## config.mk

```make
export PLATFORM = sky130hd
export DESIGN_NAME = bitop_unit
export DESIGN_NICKNAME = d
export VERILOG_FILES = /design/src/rtl/bitop_pkg.sv /design/src/rtl/bitop_index.sv /design/src/rtl/bitop_alu.sv /design/src/rtl/bitop_timing.sv /design/src/rtl/bitop_unit.sv
export SDC_FILE = /design/constraint.sdc
export NUM_CORES = 1
export LEC_CHECK = 0
export BUFFER_PORTS_ARGS = -buffer_cell sky130_fd_sc_hd__buf_2
export CAP_MARGIN = 20
export CORE_AREA = 2 2 146 91
export CTS_CLUSTER_DIAMETER = 150
export CTS_CLUSTER_SIZE = 8
export DETAILED_ROUTE_END_ITERATION = 10
export DIE_AREA = 0 0 148 93
export REMOVE_ABC_BUFFERS = 1
export SYNTH_ARGS = -nofsm -noshare
export SYNTH_HDL_FRONTEND = slang
export SYNTH_SLANG_ARGS = --single-unit
```

## constraint.sdc

```tcl
create_clock -name clk -period 0.8 [get_ports clk]
set_input_delay 0.16 -clock clk [delete_from_list [all_inputs] [get_ports clk]]
set_output_delay 0.16 -clock clk [all_outputs]
set_load 0.005 [all_outputs]
```

## src/rtl/bitop_pkg.sv

```systemverilog
package bitop_pkg;
   typedef enum logic [1:0] {
      BOP_TEST = 2'd0,
      BOP_FLIP = 2'd1,
      BOP_CLR  = 2'd2,
      BOP_SET  = 2'd3
   } bop_e;

   localparam logic [2:0] MODE_ADDR_DIRECT = 3'b001;
endpackage

```

## src/rtl/bitop_index.sv

```systemverilog
module bitop_index #(
   parameter int DATA_W     = 32,
   parameter int BYTE_W     = 8,
   parameter int SRC_W      = 32,
   parameter int IMM_W      = 8,
   parameter int MASK_STYLE = 0
) (
   input  logic [SRC_W-1:0]  regsrc,
   input  logic [IMM_W-1:0]  imm,
   input  logic              imm_form,
   input  logic              mem_target,
   output logic [DATA_W-1:0] mask
);
   localparam int IDX_W  = $clog2(DATA_W);
   localparam int BIDX_W = $clog2(BYTE_W);

   generate
      if (DATA_W != (1 << IDX_W)) begin : g_bad_data_w
         $error("DATA_W must be a power of two");
      end
      if (BYTE_W != (1 << BIDX_W) || BYTE_W > DATA_W) begin : g_bad_byte_w
         $error("BYTE_W must be a power of two no wider than DATA_W");
      end
      if (IMM_W < IDX_W || SRC_W < IDX_W) begin : g_bad_src_w
         $error("bit-number sources too narrow for DATA_W");
      end
   endgenerate

   logic [IDX_W-1:0] raw_idx;
   logic [IDX_W-1:0] idx;

   always_comb begin
      raw_idx = imm_form ? imm[IDX_W-1:0] : regsrc[IDX_W-1:0];
      if (mem_target) idx = {{(IDX_W-BIDX_W){1'b0}}, raw_idx[BIDX_W-1:0]};
      else            idx = raw_idx;
   end

   generate
      if (MASK_STYLE == 0) begin : g_shift_mask
         always_comb mask = {{(DATA_W-1){1'b0}}, 1'b1} << idx;
      end else begin : g_decode_mask
         for (genvar b = 0; b < DATA_W; b++) begin : g_bit
            assign mask[b] = (idx == IDX_W'(b));
         end
      end
   endgenerate

   // exactly one mask bit, and none above the byte on a memory target
   always_comb begin
      assert_onehot_mask_R3 : assert ($onehot(mask));
      if (mem_target)
         assert_byte_mask_R3 : assert ((mask >> BYTE_W) == '0);
   end
endmodule

```

## src/rtl/bitop_alu.sv

```systemverilog
module bitop_alu
   import bitop_pkg::*;
#(
   parameter int DATA_W = 32,
   parameter int BYTE_W = 8
) (
   input  logic [DATA_W-1:0] operand,
   input  logic [DATA_W-1:0] mask,
   input  logic              mem_target,
   input  bop_e              op,
   output logic [DATA_W-1:0] opnd_eff,
   output logic [DATA_W-1:0] result,
   output logic              zero
);
   always_comb begin
      if (mem_target) opnd_eff = {{(DATA_W-BYTE_W){1'b0}}, operand[BYTE_W-1:0]};
      else            opnd_eff = operand;
   end

   generate
      for (genvar b = 0; b < DATA_W; b++) begin : g_lane
         always_comb begin
            unique case (op)
               BOP_FLIP: result[b] = opnd_eff[b] ^ mask[b];
               BOP_CLR:  result[b] = opnd_eff[b] & ~mask[b];
               BOP_SET:  result[b] = opnd_eff[b] | mask[b];
               default:  result[b] = opnd_eff[b];
            endcase
         end
      end
   endgenerate

   assign zero = ~|(opnd_eff & mask);

   // only the masked lane may change
   always_comb begin
      assert_single_bit_R6 : assert (((result ^ opnd_eff) & ~mask) == '0);
   end
endmodule

```

## src/rtl/bitop_timing.sv

```systemverilog
module bitop_timing
   import bitop_pkg::*;
#(
   parameter int CYC_W        = 5,
   parameter int TEST_BASE    = 4,
   parameter int MODIFY_BASE  = 8,
   parameter int IMM_EXTRA    = 4,
   parameter int WIDE_EXTRA   = 2
) (
   input  bop_e             op,
   input  logic             imm_form,
   input  logic             mem_target,
   input  logic             illegal,
   output logic [CYC_W-1:0] cycles
);
   localparam int MAX_CYC = MODIFY_BASE + IMM_EXTRA + WIDE_EXTRA;

   generate
      if (MAX_CYC >= (1 << CYC_W)) begin : g_bad_cyc_w
         $error("CYC_W too narrow for the largest cycle count");
      end
   endgenerate

   logic [CYC_W-1:0] base;
   logic             wide_pen;

   always_comb begin
      base     = (op == BOP_TEST) ? CYC_W'(TEST_BASE) : CYC_W'(MODIFY_BASE);
      wide_pen = !mem_target && (op == BOP_TEST || op == BOP_CLR);
      if (illegal) cycles = '0;
      else cycles = base
                  + (imm_form ? CYC_W'(IMM_EXTRA) : '0)
                  + (wide_pen ? CYC_W'(WIDE_EXTRA) : '0);
   end
endmodule

```

## src/rtl/bitop_unit.sv

```systemverilog
module bitop_unit
   import bitop_pkg::*;
#(
   parameter int DATA_W      = 32,
   parameter int BYTE_W      = 8,
   parameter int OPW_W       = 16,
   parameter int IMM_W       = 8,
   parameter int CYC_W       = 5,
   parameter int MASK_STYLE  = 0,
   parameter int TEST_BASE   = 4,
   parameter int MODIFY_BASE = 8,
   parameter int IMM_EXTRA   = 4,
   parameter int WIDE_EXTRA  = 2
) (
   input  logic              clk,
   input  logic              rst_n,
   input  logic              start_i,
   input  logic [OPW_W-1:0]  opword_i,
   input  logic [DATA_W-1:0] operand_i,
   input  logic [DATA_W-1:0] regsrc_i,
   input  logic [IMM_W-1:0]  imm_i,
   input  logic              imm_form_i,
   input  logic              mem_target_i,
   output logic [2:0]        bitreg_sel_o,
   output logic              done_o,
   output logic [DATA_W-1:0] result_o,
   output logic              wr_en_o,
   output logic              z_o,
   output logic [CYC_W-1:0]  cycles_o,
   output logic              illegal_o
);
   generate
      if (OPW_W < 12) begin : g_bad_opw
         $error("instruction word must hold bits [11:0]");
      end
   endgenerate

   bop_e              op_c;
   logic              illegal_c;
   logic [DATA_W-1:0] mask_c, opnd_c, res_c;
   logic              zero_c;
   logic [CYC_W-1:0]  cyc_c;
   bop_e              op_q;
   logic              mem_q;

   assign bitreg_sel_o = opword_i[11:9];
   assign op_c         = bop_e'(opword_i[7:6]);
   assign illegal_c    = !imm_form_i && (opword_i[5:3] == MODE_ADDR_DIRECT);

   bitop_index #(
      .DATA_W(DATA_W), .BYTE_W(BYTE_W), .SRC_W(DATA_W), .IMM_W(IMM_W),
      .MASK_STYLE(MASK_STYLE)
   ) u_index (
      .regsrc(regsrc_i), .imm(imm_i), .imm_form(imm_form_i),
      .mem_target(mem_target_i), .mask(mask_c)
   );

   bitop_alu #(.DATA_W(DATA_W), .BYTE_W(BYTE_W)) u_alu (
      .operand(operand_i), .mask(mask_c), .mem_target(mem_target_i),
      .op(op_c), .opnd_eff(opnd_c), .result(res_c), .zero(zero_c)
   );

   bitop_timing #(
      .CYC_W(CYC_W), .TEST_BASE(TEST_BASE), .MODIFY_BASE(MODIFY_BASE),
      .IMM_EXTRA(IMM_EXTRA), .WIDE_EXTRA(WIDE_EXTRA)
   ) u_timing (
      .op(op_c), .imm_form(imm_form_i), .mem_target(mem_target_i),
      .illegal(illegal_c), .cycles(cyc_c)
   );

   always_ff @(posedge clk or negedge rst_n) begin
      if (!rst_n) begin
         done_o    <= 1'b0;
         result_o  <= '0;
         wr_en_o   <= 1'b0;
         z_o       <= 1'b0;
         cycles_o  <= '0;
         illegal_o <= 1'b0;
         op_q      <= BOP_TEST;
         mem_q     <= 1'b0;
      end else begin
         done_o <= start_i;
         if (start_i) begin
            op_q      <= op_c;
            mem_q     <= mem_target_i;
            illegal_o <= illegal_c;
            cycles_o  <= cyc_c;
            result_o  <= illegal_c ? opnd_c : res_c;
            wr_en_o   <= !illegal_c && (op_c != BOP_TEST);
            if (!illegal_c) z_o <= zero_c;
         end
      end
   end

   assert_done_follows_R10 : assert property (@(posedge clk) disable iff (!rst_n)
      start_i |=> done_o);
   assert_done_single_R10 : assert property (@(posedge clk) disable iff (!rst_n)
      !start_i |=> !done_o);
   assert_hold_R11 : assert property (@(posedge clk) disable iff (!rst_n)
      !start_i |=> $stable(result_o) && $stable(z_o) && $stable(wr_en_o)
                   && $stable(cycles_o) && $stable(illegal_o));
   assert_test_no_write_R5 : assert property (@(posedge clk) disable iff (!rst_n)
      (op_q == BOP_TEST) |-> !wr_en_o);
   assert_illegal_quiet_R9 : assert property (@(posedge clk) disable iff (!rst_n)
      illegal_o |-> !wr_en_o && cycles_o == '0);
   assert_byte_result_R3 : assert property (@(posedge clk) disable iff (!rst_n)
      mem_q |-> (result_o >> BYTE_W) == '0);
   assert_cycle_range_R7 : assert property (@(posedge clk) disable iff (!rst_n)
      (done_o && !illegal_o) |-> cycles_o >= CYC_W'(TEST_BASE) && !cycles_o[0]);
endmodule

```

==> results_dict.tcl <==
set metrics [dict create \
    yosysSeqAreaShare_pct 20.67 \
    cts_root_buf "clkbuf_16" \
    p_total_mw 8.422 \
    synth_seq_cells 40 \
    synthTopCellsByArea "ha_1, dfrtp_1, nand2_1" \
    place.gp.congestion 0.9345 \
    synth_top_area_share_pct 25.32 \
    placed_area_um2 6381 \
    yosysUniqueCellTypes 45 \
    clk_latency_ps 290 \
    drc 0 \
    dr.pass1.iters 5 \
    pre_cts_ws_ps -1504 \
    grt_pass1_vias 5635 \
    synth_area_leader_cell "ha_1" \
    hold_class "primary input to flip-flop" \
    finalNonFillerCells 1027 \
    clkSlewWorstSetupHoldPaths_ps 70 \
    die_w_um 148 \
    syn_to_final_growth_pct 70.96 \
    async_flop_share_pct 100.0 \
    viasPerCell 5.288 \
    setup_ws_ps -962.5 \
    holdWs_ps 169.6 \
    drt_iter0_drc 257 \
    run_status "complete, but fails checks" \
    worstSetupPathType "primary input to flip-flop" \
    p_leak_nw 4.184 \
    cp_max_fo 8 \
    worstPathArrival_ps 1940 \
    powerDensity_nw_per_um2 1017 \
    ant_nets 0 \
    worst_path_largest_cell_delay_ps 360 \
    maxSlewViolCount 0 \
    num_rows 32 \
    p_comb_share_pct 45.5 \
    end_kind "flip-flop" \
    die-area_um2 13760 \
    vdd_drop_max_uv 721.4 \
    routed_wl_mm 18.93 \
    layout.nets 1047 \
    critPathLaunchType "primary input" \
    skew_ps 0 \
    cell_internal_pwr_mw 5.462 \
    syn_area_um2 4842 \
    layout-drive-gt1-share_pct 54.61 \
    setup_viol 79 \
    coreArea_um2 12490 \
    start_util_pct 38.76 \
    fin_area_um2 8278 \
    post-route-period-util_pct 220.3 \
    rsz0062_at_grt "true" \
    antenna_found_initial 0 \
    dr_total_vias 5431 \
    crit_chain "buf_12, mux2i_4, buf_6, nor2_4, and2_4, nand2_4, ha_4, nand2_2, o22a_1, nor2_1, o32a_1" \
    seq_power_share_pct 28.4 \
    die_h_um 93 \
    cts.sinks 40 \
    grt_max_degree 41 \
    clock_path_buffers 2 \
    grt_pass1_wl_mm 28.68 \
    yosys_warnings 0 \
    cts-buffers-inserted 5 \
    overflow 0 \
    timing_hold_violations_final 0 \
    io_buffers 91 \
    sw_frac_of_total_pct 35.15 \
    num_antenna_cells 0 \
    max_freq_mhz 567.4 \
    ios 137 \
    period_minus_slack_ps 1762 \
    synth_edf_count 0 \
    required_ps 980 \
    drv_cap 0 \
    p_sw_mw 2.960 \
    crit_slowest_cell "o32a_1" \
    p_clk_share_pct 26.1 \
    hpwl_mm 12.25 \
    synth_ff_type "dfrtp_1" \
    grt_use_total_pct 26.46 \
    violations "setup timing" \
    htreeDepth 2 \
    dp_cells 965 \
    wl_per_cell_um 18.43 \
    synthCells 618 \
    n_fill_cell 1011 \
    synth_area_per_cell_um2 7.835 \
    cts_tree "built" \
]
==> layout make-up <==
class	instances	area, um2	area share, %
clock buffers	6	138.9	1.678
clock inverters	2	10.01	0.1209
inverters	54	205.2	2.479
multi-input cells	482	4618	55.79
flip-flops and latches	40	1001	12.09
well taps	170	212.7	2.570
repair buffers	273	2092	25.27
==> worst paths after layout <==
path / start / endpoint / slack [ps] / cells past startpoint
max: imm_form_i / result_o[21] / -960 / 11
min: opword_i[6] / cycles_o[1] / 170 / 2
max reg2reg: result_o[21] / result_o[21] / -140 / 3
min reg2reg: result_o[10] / result_o[10] / 480 / 1
max in group asynchronous: rst_n / result_o[7] / 190 / 3
min in group asynchronous: rst_n / cycles_o[1] / 380 / 3
==> critical path, delay by kind of cell <==
family          cells  cell delay, ps
buf+inv             2             320
compound gates      2             490
mux                 1             350
simple gates        5             400
fa+ha+maj           1             190
==> cell usage after synthesis, drive strengths merged (8+ instances only) <==
library cell and n:
inv 53, nand2b 40, buf 20, nor4 8, nand2 72, dfrtp 40
ha 98, and3 8, o22a 17, o32a 8, mux2i 13, nand3 10
and2 12, nor2 63, clkbuf 24, a21oi 18, o21ai 41, o2111ai 10
==> power by group through the flow <==
stage                     Sequential (mW)  Clock (mW)  Combinational (mW)
after detailed placement             2.43           0                2.61
final                                2.40        2.20                3.83
after global placement               2.43           0                2.53
after floorplan                      2.44           0                1.08
after CTS                            2.39        2.25                3.33
after global routing                 2.42        2.33                4.13
==> state kept, by name, summed over array words and instances (netlist names) <==
register,count
result_o,32
cycles_o,4
done_o,1
illegal_o,1
wr_en_o,1
z_o,1
==> kinds of logic (layout without fill, tap and decap cells) <==
| group | count (synthesis) | count (layout) | share of synthesized area [%] |
|---|---|---|---|
| other cells | 1 | 1 | 0.07745 |
| fa+ha+maj | 98 | 98 | 25.32 |
| mux | 16 | 16 | 3.385 |
| buf+inv | 98 | 335 | 8.553 |
| simple gates | 230 | 232 | 22.76 |
| compound gates | 135 | 135 | 19.22 |
| flops | 40 | 40 | 20.67 |
==> metrics by stage <==
step           util [%]  TNS (ps)
2_1_floorplan         -   -112860
3_3_place_gp      51.08    -47130
3_5_place_dp      51.08    -49680
4_1_cts           61.38    -35200
5_1_grt           66.27    -39620
6_report          66.27    -36520
==> per-layer routing <==
metal | track usage (%) | routed length, um | up-vias
met1 | 34.82 | 8668 | 2643
met4 | 9.048 | 379 | 0
met2 | 44.25 | 9015 | 173
li1 | - | - | 2579
met5 | 0 | 0 | -
met3 | 4.439 | 864 | 36
==> placed cells by master (no fill, tap or decap), types with 12 or more instances in the layout <==
cell,n
buf_2,86
buf_4,140
buf_6,34
dfrtp_1,40
ha_1,62
ha_2,12
ha_4,24
inv_1,50
nand2_1,28
nand2_2,20
nand2_4,24
nand2b_1,29
nor2_1,44
o21ai_0,23
o21ai_2,12
o22a_1,17
==> timing repair <==
item | 4_1_cts | 5_1_grt
pin swaps | 81 | 76
endpoints found under the setup margin | 79 | 79
setup buffers | 40 | 17
resized for setup | 199 | 114
gates cloned | 2 | 0
endpoints found under the hold margin | 40 | 0
hold buffers | 1 | 0
No activity file was read; power rests on OpenSTA's default activity.
